$ cat config.mk
export PLATFORM = sky130hd
export DESIGN_NAME = busctl_top
export DESIGN_NICKNAME = d
export VERILOG_FILES = /design/src/rtl/busctl_pkg.sv /design/src/rtl/busctl_arb.sv /design/src/rtl/busctl_dec.sv /design/src/rtl/busctl_rsp.sv /design/src/rtl/busctl_top.sv
export SDC_FILE = /design/constraint.sdc
export NUM_CORES = 1
export LEC_CHECK = 0
export ABC_AREA = 1
export BUFFER_PORTS_ARGS = -buffer_cell sky130_fd_sc_hd__buf_2
export CAP_MARGIN = 10
export CELL_PAD_IN_SITES_DETAIL_PLACEMENT = 0
export CELL_PAD_IN_SITES_GLOBAL_PLACEMENT = 1
export CORE_AREA = 2 2 163 165
export CTS_BUF_LIST = sky130_fd_sc_hd__clkbuf_4 sky130_fd_sc_hd__clkbuf_8
export CTS_CLUSTER_SIZE = 30
export DETAILED_ROUTE_END_ITERATION = 10
export DIE_AREA = 0 0 165 167
export GPL_TIMING_DRIVEN = 0
export PLACE_DENSITY = 0.66
export SLEW_MARGIN = 20
export SYNTH_ARGS = -nofsm -noshare
export SYNTH_HDL_FRONTEND = slang
export SYNTH_SLANG_ARGS = --single-unit
$ cat constraint.sdc
create_clock -name clk_i -period 2.33 [get_ports clk_i]
set_input_delay 0.233 -clock clk_i [delete_from_list [all_inputs] [get_ports clk_i]]
set_output_delay 0.233 -clock clk_i [all_outputs]
set_load 0.005 [all_outputs]
$ cat src/rtl/busctl_pkg.sv
package busctl_pkg;
  typedef enum logic {
    MST_CPU = 1'b0,
    MST_DSP = 1'b1
  } mst_e;

  localparam int unsigned NUM_MST = 2;
endpackage

$ cat src/rtl/busctl_arb.sv
module busctl_arb
  import busctl_pkg::*;
(
  input  logic                clk_i,
  input  logic                rst_ni,
  input  logic [NUM_MST-1:0]  req_i,
  input  logic                done_i,
  output logic                busy_o,
  output mst_e                owner_o
);
  logic busy_q;
  mst_e owner_q, last_q, win;

  // rotating priority: the master granted last loses a tie
  always_comb begin
    if (req_i[MST_CPU] && req_i[MST_DSP]) begin
      win = (last_q == MST_CPU) ? MST_DSP : MST_CPU;
    end else if (req_i[MST_DSP]) begin
      win = MST_DSP;
    end else begin
      win = MST_CPU;
    end
  end

  always_ff @(posedge clk_i or negedge rst_ni) begin
    if (!rst_ni) begin
      busy_q  <= 1'b0;
      owner_q <= MST_CPU;
      last_q  <= MST_DSP;  // favours the processor after reset
    end else if (!busy_q) begin
      if (|req_i) begin
        busy_q  <= 1'b1;
        owner_q <= win;
        last_q  <= win;
      end
    end else if (done_i) begin
      busy_q <= 1'b0;
    end
  end

  assign busy_o  = busy_q;
  assign owner_o = owner_q;
endmodule

$ cat src/rtl/busctl_dec.sv
module busctl_dec #(
  parameter int unsigned          NREG     = 4,
  parameter int unsigned          MEM_AW   = 20,
  parameter logic [23:0]          REG_PAGE = 24'h80_0000,
  parameter int unsigned          MEM_TAG  = 1
) (
  input  logic            busy_i,
  input  logic [31:2]     addr_i,
  output logic [NREG:0]   sel_o,
  output logic            miss_o
);
  localparam int unsigned TAG_W = 30 - MEM_AW;

  logic [NREG:0] hit;
  logic          page_hit;

  assign page_hit = (addr_i[31:8] == REG_PAGE);

  for (genvar k = 0; k < NREG; k++) begin : g_reg
    assign hit[k] = page_hit && (addr_i[7:4] == 4'(k));
  end

  assign hit[NREG] = (addr_i[31:2+MEM_AW] == TAG_W'(MEM_TAG));

  assign sel_o  = busy_i ? hit : '0;
  assign miss_o = busy_i && !(|hit);
endmodule

$ cat src/rtl/busctl_rsp.sv
module busctl_rsp
  import busctl_pkg::*;
#(
  parameter int unsigned DW = 32,
  parameter int unsigned NS = 5
) (
  input  mst_e              owner_i,
  input  logic [NS-1:0]     sel_i,
  input  logic              miss_i,
  input  logic [NS-1:0]     s_ack_i,
  input  logic [NS*DW-1:0]  s_rdata_i,
  output logic              done_o,
  output logic              cpu_ack_o,
  output logic [DW-1:0]     cpu_rdata_o,
  output logic              dsp_ack_o,
  output logic [DW-1:0]     dsp_rdata_o
);
  logic [DW-1:0] part [NS];
  logic [DW-1:0] rdata;
  logic          ack;

  for (genvar k = 0; k < NS; k++) begin : g_mux
    assign part[k] = sel_i[k] ? s_rdata_i[k*DW +: DW] : '0;
  end

  always_comb begin
    rdata = '0;
    for (int k = 0; k < NS; k++) rdata |= part[k];
  end

  // unmapped access completes at once with zero data
  assign ack    = (|(sel_i & s_ack_i)) || miss_i;
  assign done_o = ack;

  assign cpu_ack_o   = ack && (owner_i == MST_CPU);
  assign dsp_ack_o   = ack && (owner_i == MST_DSP);
  assign cpu_rdata_o = cpu_ack_o ? rdata : '0;
  assign dsp_rdata_o = dsp_ack_o ? rdata : '0;
endmodule

$ cat src/rtl/busctl_top.sv
module busctl_top
  import busctl_pkg::*;
#(
  parameter int unsigned DW       = 32,
  parameter int unsigned NREG     = 4,
  parameter int unsigned MEM_AW   = 20,
  parameter logic [23:0] REG_PAGE = 24'h80_0000,
  parameter int unsigned MEM_TAG  = 1,
  localparam int unsigned NS      = NREG + 1
) (
  input  logic              clk_i,
  input  logic              rst_ni,
  input  logic              cpu_req_i,
  input  logic              cpu_we_i,
  input  logic [31:2]       cpu_addr_i,
  input  logic [DW-1:0]     cpu_wdata_i,
  output logic              cpu_ack_o,
  output logic [DW-1:0]     cpu_rdata_o,
  input  logic              dsp_req_i,
  input  logic              dsp_we_i,
  input  logic [31:2]       dsp_addr_i,
  input  logic [DW-1:0]     dsp_wdata_i,
  output logic              dsp_ack_o,
  output logic [DW-1:0]     dsp_rdata_o,
  output logic [NS-1:0]     s_sel_o,
  output logic              s_rd_o,
  output logic              s_wr_o,
  output logic [1:0]        s_reg_addr_o,
  output logic [MEM_AW-1:0] s_mem_addr_o,
  output logic [DW-1:0]     s_wdata_o,
  input  logic [NS-1:0]     s_ack_i,
  input  logic [NS*DW-1:0]  s_rdata_i
);
  logic          busy, done, miss;
  mst_e          owner;
  logic          o_we;
  logic [31:2]   o_addr;
  logic [DW-1:0] o_wdata;

  busctl_arb u_arb (
    .clk_i   (clk_i),
    .rst_ni  (rst_ni),
    .req_i   ({dsp_req_i, cpu_req_i}),
    .done_i  (done),
    .busy_o  (busy),
    .owner_o (owner)
  );

  // master-side control mux
  always_comb begin
    if (owner == MST_DSP) begin
      o_we    = dsp_we_i;
      o_addr  = dsp_addr_i;
      o_wdata = dsp_wdata_i;
    end else begin
      o_we    = cpu_we_i;
      o_addr  = cpu_addr_i;
      o_wdata = cpu_wdata_i;
    end
  end

  busctl_dec #(
    .NREG     (NREG),
    .MEM_AW   (MEM_AW),
    .REG_PAGE (REG_PAGE),
    .MEM_TAG  (MEM_TAG)
  ) u_dec (
    .busy_i (busy),
    .addr_i (o_addr),
    .sel_o  (s_sel_o),
    .miss_o (miss)
  );

  busctl_rsp #(
    .DW (DW),
    .NS (NS)
  ) u_rsp (
    .owner_i     (owner),
    .sel_i       (s_sel_o),
    .miss_i      (miss),
    .s_ack_i     (s_ack_i),
    .s_rdata_i   (s_rdata_i),
    .done_o      (done),
    .cpu_ack_o   (cpu_ack_o),
    .cpu_rdata_o (cpu_rdata_o),
    .dsp_ack_o   (dsp_ack_o),
    .dsp_rdata_o (dsp_rdata_o)
  );

  assign s_rd_o       = busy && !o_we;
  assign s_wr_o       = busy && o_we;
  assign s_reg_addr_o = o_addr[3:2];
  assign s_mem_addr_o = o_addr[2 +: MEM_AW];
  assign s_wdata_o    = busy ? o_wdata : '0;
endmodule

# --- After elaboration in Yosys (flattened, before gate mapping) ---
# Index checks and enable logic that the tools add are counted.
word_totals:
  ff_bits: 3
  out_inout_bits: 127
classes:
  n_eq_ne: 5
  mux: 18
  bitwise: 7
  n_reduce_logical: 18
ops:
  columns: ["cell", "n"]
  rows:
  - ["32-bit 2-to-1 mux", 9]
  - ["32-bit OR", 4]
  - ["30-bit 2-to-1 mux", 1]
  - ["24-bit == test, second input constant", 1]
  - ["10-bit by 1-bit == test with 1-bit output, second input constant", 1]
  - ["1-bit logical AND", 10]
  - ["5-bit OR reduction", 2]
  - ["4-bit by 2-bit == test with 1-bit output, second input constant", 2]
  - ["1-bit 2-to-1 mux", 7]
  - ["5-bit AND", 1]
  - ["5-bit 2-to-1 mux", 1]
  - ["4-bit by 1-bit == test with 1-bit output, second input constant", 1]
  - ["4-bit logical NOT", 1]
  - ["1-bit logical NOT", 2]
  - ["1-bit inverter", 2]
  - ["2-bit AND reduction", 1]
  - ["2-bit OR reduction", 1]
  - ["1-bit logical OR", 1]

# --- Depth between registers and ports, before layout ---
depth:
  depth_word: 10
  mapped_depth: 16
  ltp_nobuf: 13

# --- Cells and area by module ---
# Synthesis repeated with hierarchy kept, for this count alone.
unflattened:
  hier_cells: 686
  area_unflattened_um2: 3098.0
modules_own_cells:
  columns: ["module", "instances", "cells_per_inst", "area_per_inst_um2", "seq_area_each_um2"]
  rows:
  - ["busctl_rsp", 1, 363, 1580.3, 0.0]
  - ["busctl_top", 1, 236, 1098.6, 0.0]
  - ["busctl_dec", 1, 75, 301.5, 0.0]
  - ["busctl_arb", 1, 12, 117.6, 76.3]

# --- Least setup slack after synthesis ---
# No wires, ideal clock.
synth_path:
  path_type: "reg-to-output"
  start: "register u_arb.owner_q, in the netlist u_arb.owner_o"
  end: "output port cpu_rdata_o[24]"
  arrival_ps: 1856
  t_required_ps: 2097
  path_slack_ps: 241
  path_stages_with_launch: 16
  path_cell_list: "dfrtp_1 > buf_6 > inv_4 > buf_6 > buf_6 > nand2_2 > nand2_1 > nand2_1 > nor3_2 > inv_1 > nor2_4 > buf_6 > nand2_1 > nand3_1 > nor2_1 > nor2_1"
synth_via:
  elab_cells_between_ends: 30
  classes_between: "eq/ne (5); mux (8); bitwise (6); reduce/logical (11)"
synth_lines:
  columns: ["element", "line", "rtl"]
  rows:
  - ["from (decl)", "busctl_arb.sv:12", "mst_e owner_q, last_q, win;"]
  - ["from (signal assigned)", "busctl_arb.sv:33", "owner_q <= win;"]
  - ["30-bit 2-to-1 mux (*)", "busctl_top.sv:51", "if (owner == MST_DSP) begin"]
  - ["net s_mem_addr_o[2]", "busctl_top.sv:29", "output logic [MEM_AW-1:0] s_mem_addr_o,"]
  - ["4-bit by 2-bit == test with 1-bit output (*)", "busctl_dec.sv:20", "assign hit[k] = page_hit && (addr_i[7:4] == 4'(k));"]
  - ["1-bit logical AND (*)", "busctl_dec.sv:20", null]
  - ["5-bit 2-to-1 mux (*)", "busctl_dec.sv:25", "assign sel_o = busy_i ? hit : '0;"]
  - ["net s_sel_o[3]", "busctl_top.sv:25", "output logic [NS-1:0] s_sel_o,"]
  - ["5-bit AND", "busctl_rsp.sv:32", "assign ack = (|(sel_i & s_ack_i)) || miss_i;"]
  - ["5-bit OR reduction", "busctl_rsp.sv:32", null]
  - ["1-bit logical OR", "busctl_rsp.sv:32", null]
  - ["1-bit logical AND", "busctl_rsp.sv:35", "assign cpu_ack_o = ack && (owner_i == MST_CPU);"]
  - ["32-bit 2-to-1 mux (*)", "busctl_rsp.sv:37", "assign cpu_rdata_o = cpu_ack_o ? rdata : '0;"]
  - ["to (decl)", "busctl_top.sv:18", "output logic [DW-1:0] cpu_rdata_o,"]
# Mark *: on every way through the listed nets, which the timed path passes. The rest lies on a longest branch.

# --- Worst setup path after layout ---
layout_path:
  start: "register u_arb.owner_q, in the netlist u_arb.owner_o"
  end: "output port dsp_rdata_o[22]"
layout_via:
  elab_chain_len: 10
  elab_cells_between_ends: 29
  classes_between: "eq/ne (5); mux (8); bitwise (5); reduce/logical (11)"
layout_lines:
  columns: ["element", "line", "rtl"]
  rows:
  - ["30-bit 2-to-1 mux", "busctl_top.sv:51", null]
  - ["24-bit == test, or another cell as far along", "busctl_dec.sv:17", "assign page_hit = (addr_i[31:8] == REG_PAGE);"]
  - ["1-bit logical AND", "busctl_dec.sv:20", null]
  - ["5-bit 2-to-1 mux", "busctl_dec.sv:25", null]
  - ["32-bit 2-to-1 mux", "busctl_rsp.sv:23", "assign part[k] = sel_i[k] ? s_rdata_i[k*DW +: DW] : '0;"]
  - ["32-bit OR (4 in series)", "busctl_rsp.sv:28", "for (int k = 0; k < NS; k++) rdata |= part[k];"]
  - ["32-bit 2-to-1 mux (*)", "busctl_rsp.sv:38", "assign dsp_rdata_o = dsp_ack_o ? rdata : '0;"]
  - ["to (decl)", "busctl_top.sv:24", "output logic [DW-1:0] dsp_rdata_o,"]
# Every way passes the cells marked *; elsewhere a longest branch is shown, timed or not.

==> summary.txt <==
Critical path
  – Crit Path Class: reg2out
  – Worst path arrival time: 2.52 ns
  – Reg2reg setup slack: 0.35 ns
  – Crit Reg-Reg Endpoint: u_arb.busy_o
  – Crit Path Max Fanout: 10
  – Crit path from: u_arb.owner_o
  – Reg2reg path depth: 15
  – Worst path required time: 2.10 ns
  – Worst r2r src: u_arb.owner_o
  – Worst Setup Start Kind: flip-flop
  – Worst setup EP type: output pin

GRT
  – Global route total overflow: 0
  – Initial antenna violation count: 3
  – GRT Resource Usage Total: 0.145
  – Vias in the first global route: 5,511
  – Largest net degree at the start of global routing: 11
  – First-pass GRT wire length: 30.5 mm

Synth
  – Register bit total from synthesis: 3
  – Post-Syn Area: 0.00286 sq mm
  – Count leader, synth: nand2_1
  – Yosys cell types: 26
  – Fraction of the yosys area taken by sequential cells: 0.0267
  – Mapped Avg Cell Area: 4.42 sq um
  – Cell taking the most area after synthesis: nand2_1
  – Top cells by count, synth: 285 x nand2_1, 177 x nor2_1, 38 x inv_1
  – Ys async rst share: 1.00
  – Main flop type after synthesis: dfrtp_1
  – Post-synth net total: 942
  – Post-synth EDFFs: 0
  – Top cell type's share of synthesized area: 0.374
  – Mapped Cells: 647
  – Synth area leaders: nand2_1 37%, nor2_1 23%, buf_6 6.7%
  – Ys Warns: 0

Pwr
  – Peak VDD IR: 0.000441 V
  – Power Density: 556 mW/mm^2
  – Lkg Pwr: 0.00409 uW
  – Tot Pwr: 3910 uW

Drt
  – 1st-iter DRT viols: 163
  – DR vias/cell: 4.02
  – Drt drc: 0
  – Antenna Nets Post-Route: 0
  – WL per Instance: 15.5 microns
  – Drt pass-1 iters: 4
  – Drt total wl: 22.7 mm
  – Routed vias: 5,865

Flow run
  – Max-Cap Viols: 0

Placement
  – Dpl cells: 1,403
  – Detailed Place HPWL: 17.9 mm
  – GP Congestion: 0.836
  – I/O Buffers: 421

CTS
  – Worst skew pair latency: 0.21 ns
  – Clk slew on worst S/H paths: 0.03 ns
  – H-tree depth: 1
  – CTS tree: yes
  – CTS Buf Count: 3
  – Clock tree buffer depth: 2
  – Clk sinks: 3
  – Clock root cell: clkbuf_8

Die
  – # IOs: 422
  – Die area: 0.0276 sq mm
  – Die Y: 167 microns
  – Core ar.: 0.0258 sq mm
  – Num rows: 59
  – Starting Density: 0.111
  – Die W: 165 microns

STA
  – Final worst slack: -0.421 ns
  – Final setup vio count: 69
  – Period utilization: 1.18
  – Max-slew headroom: 0.680
  – Final hold vios: 0
  – RSZ-0062 raised after global routing: true
  – Fmax: 0.364 GHz
  – Clock period minus worst slack: 2.75 ns
  – Worst slew pin tran: 0.480 ns
  – Final Max Slew Viols: 0
  – Worst Skew: 0.00273 ns

Cells and area
  – Fraction of layout cells with a size suffix above 1: 0.614
  – Post-Layout Cell Count: 1,458
  – Fillers: 2,954
  – Final nets: 1,418
  – Area growth from synthesis to layout: 146%

Min path
  – Hold Crit Class: in2reg
  – Worst Hold Launch: dsp_req_i
  – Hold path endpoint: u_arb.last_q
  – Worst hold path cell count: 3

Outcome
  – Status: complete, but fails checks
  – Failing checks: setup timing
-- per-layer routing --
layer / vias up / global-route usage / share of wire
met5: - / 0 / 0.0012
met4: 4 / 0.0295 / 0.024
met3: 32 / 0.0212 / 0.070
met2: 298 / 0.293 / 0.54
met1: 2603 / 0.156 / 0.37
li1: 2928 / - / -
-- registers in the layout, indices dropped and copies added (netlist names) --
register and flops:
u_arb.busy_o 1, u_arb.last_q 1, u_arb.owner_o 1
-- what timing repair did --
action	CTS	global route
pin swaps	22	67
gates cloned	3	9
endpoints found under the hold margin	3	0
endpoints found under the setup margin	102	94
buffers inserted	39	7
hold buffers	1	0
resized for setup	78	200
-- layout make-up --
cell class | count | area [sq um] | share of cell area
antenna | 1 | 2.50 | 0.000355
buffer | 38 | 462 | 0.0656
clock buffer | 4 | 48.8 | 0.00693
inverter | 43 | 178 | 0.0252
multi-input combinational | 560 | 3010 | 0.427
sequential | 3 | 76.3 | 0.0108
tap | 335 | 419 | 0.0595
timing repair buffer | 474 | 2850 | 0.405
-- layout by cell type (no fill, tap or decap), drive strengths merged, types with 2 or more instances in the layout --
| cell type | count |
|---|---|
| nand3b | 2 |
| nand2 | 290 |
| nand3 | 36 |
| nand4 | 6 |
| o21ai | 36 |
| buf | 493 |
| nor2 | 183 |
| nor3 | 3 |
| inv | 41 |
| dfrtp | 2 |
| clkbuf | 22 |
-- power breakdown --
part / switching (uW) / internal (uW) / total, uW / leakage [uW]
sequential: 38.8 / 84.9 / 124 / 0.0000342
combinational: 1980 / 1650 / 3630 / 0.00403
clock: 32.5 / 128 / 161 / 0.0000262
total: 2050 / 1860 / 3910 / 0.00409
-- kinds of logic (layout without fill, tap and decap cells) --
family,after synthesis,after routing,share of synthesized area
other,0,1,0
buffers and inverters,84,559,0.168
AOI/OAI and AO/OA,38,38,0.0669
DFF,3,3,0.0267
and+or+nand+nor,522,522,0.738
-- per-stage QoR --
step	hold slack [ns]	utilization	cell area, sq um	setup TNS, ns	setup WS (ns)
floorplan	-0.0626	-	2860	0	0.241
CTS	0.275	0.237	6100	-29.16	-0.483
detailed placement	0.0317	0.209	5390	-36.43	-0.881
global route	0.301	0.273	7040	-36.51	-0.585
global placement	0.0308	0.209	5390	-36.38	-0.894
finish	0.276	0.273	7040	-24.68	-0.421
-- worst max path at each step --
stage | to | slack, ns | cells past startpoint
CTS | cpu_rdata_o[24] | -0.48 | 17
finish | dsp_rdata_o[22] | -0.42 | 17
detailed placement | cpu_rdata_o[31] | -0.88 | 13
floorplan | cpu_rdata_o[24] | 0.24 | 15
global route | dsp_rdata_o[22] | -0.58 | 17
global placement | cpu_rdata_o[31] | -0.89 | 13
-- critical path: stages (launching register included) --
cell	delay, ns
dfrtp_1	0.36
buf_6	0.14
clkinv_8	0.07
buf_12	0.13
buf_12	0.10
nand2_2	0.05
nand2_2	0.07
nand2_2	0.07
nor3_2	0.22
buf_4	0.15
nand4_1	0.11
nand2_2	0.10
nor2_4	0.05
nand2_4	0.11
nand2_8	0.15
buf_16	0.19
nor2_2	0.10
buf_2	0.12
No activity file was read; power rests on OpenSTA's default activity.
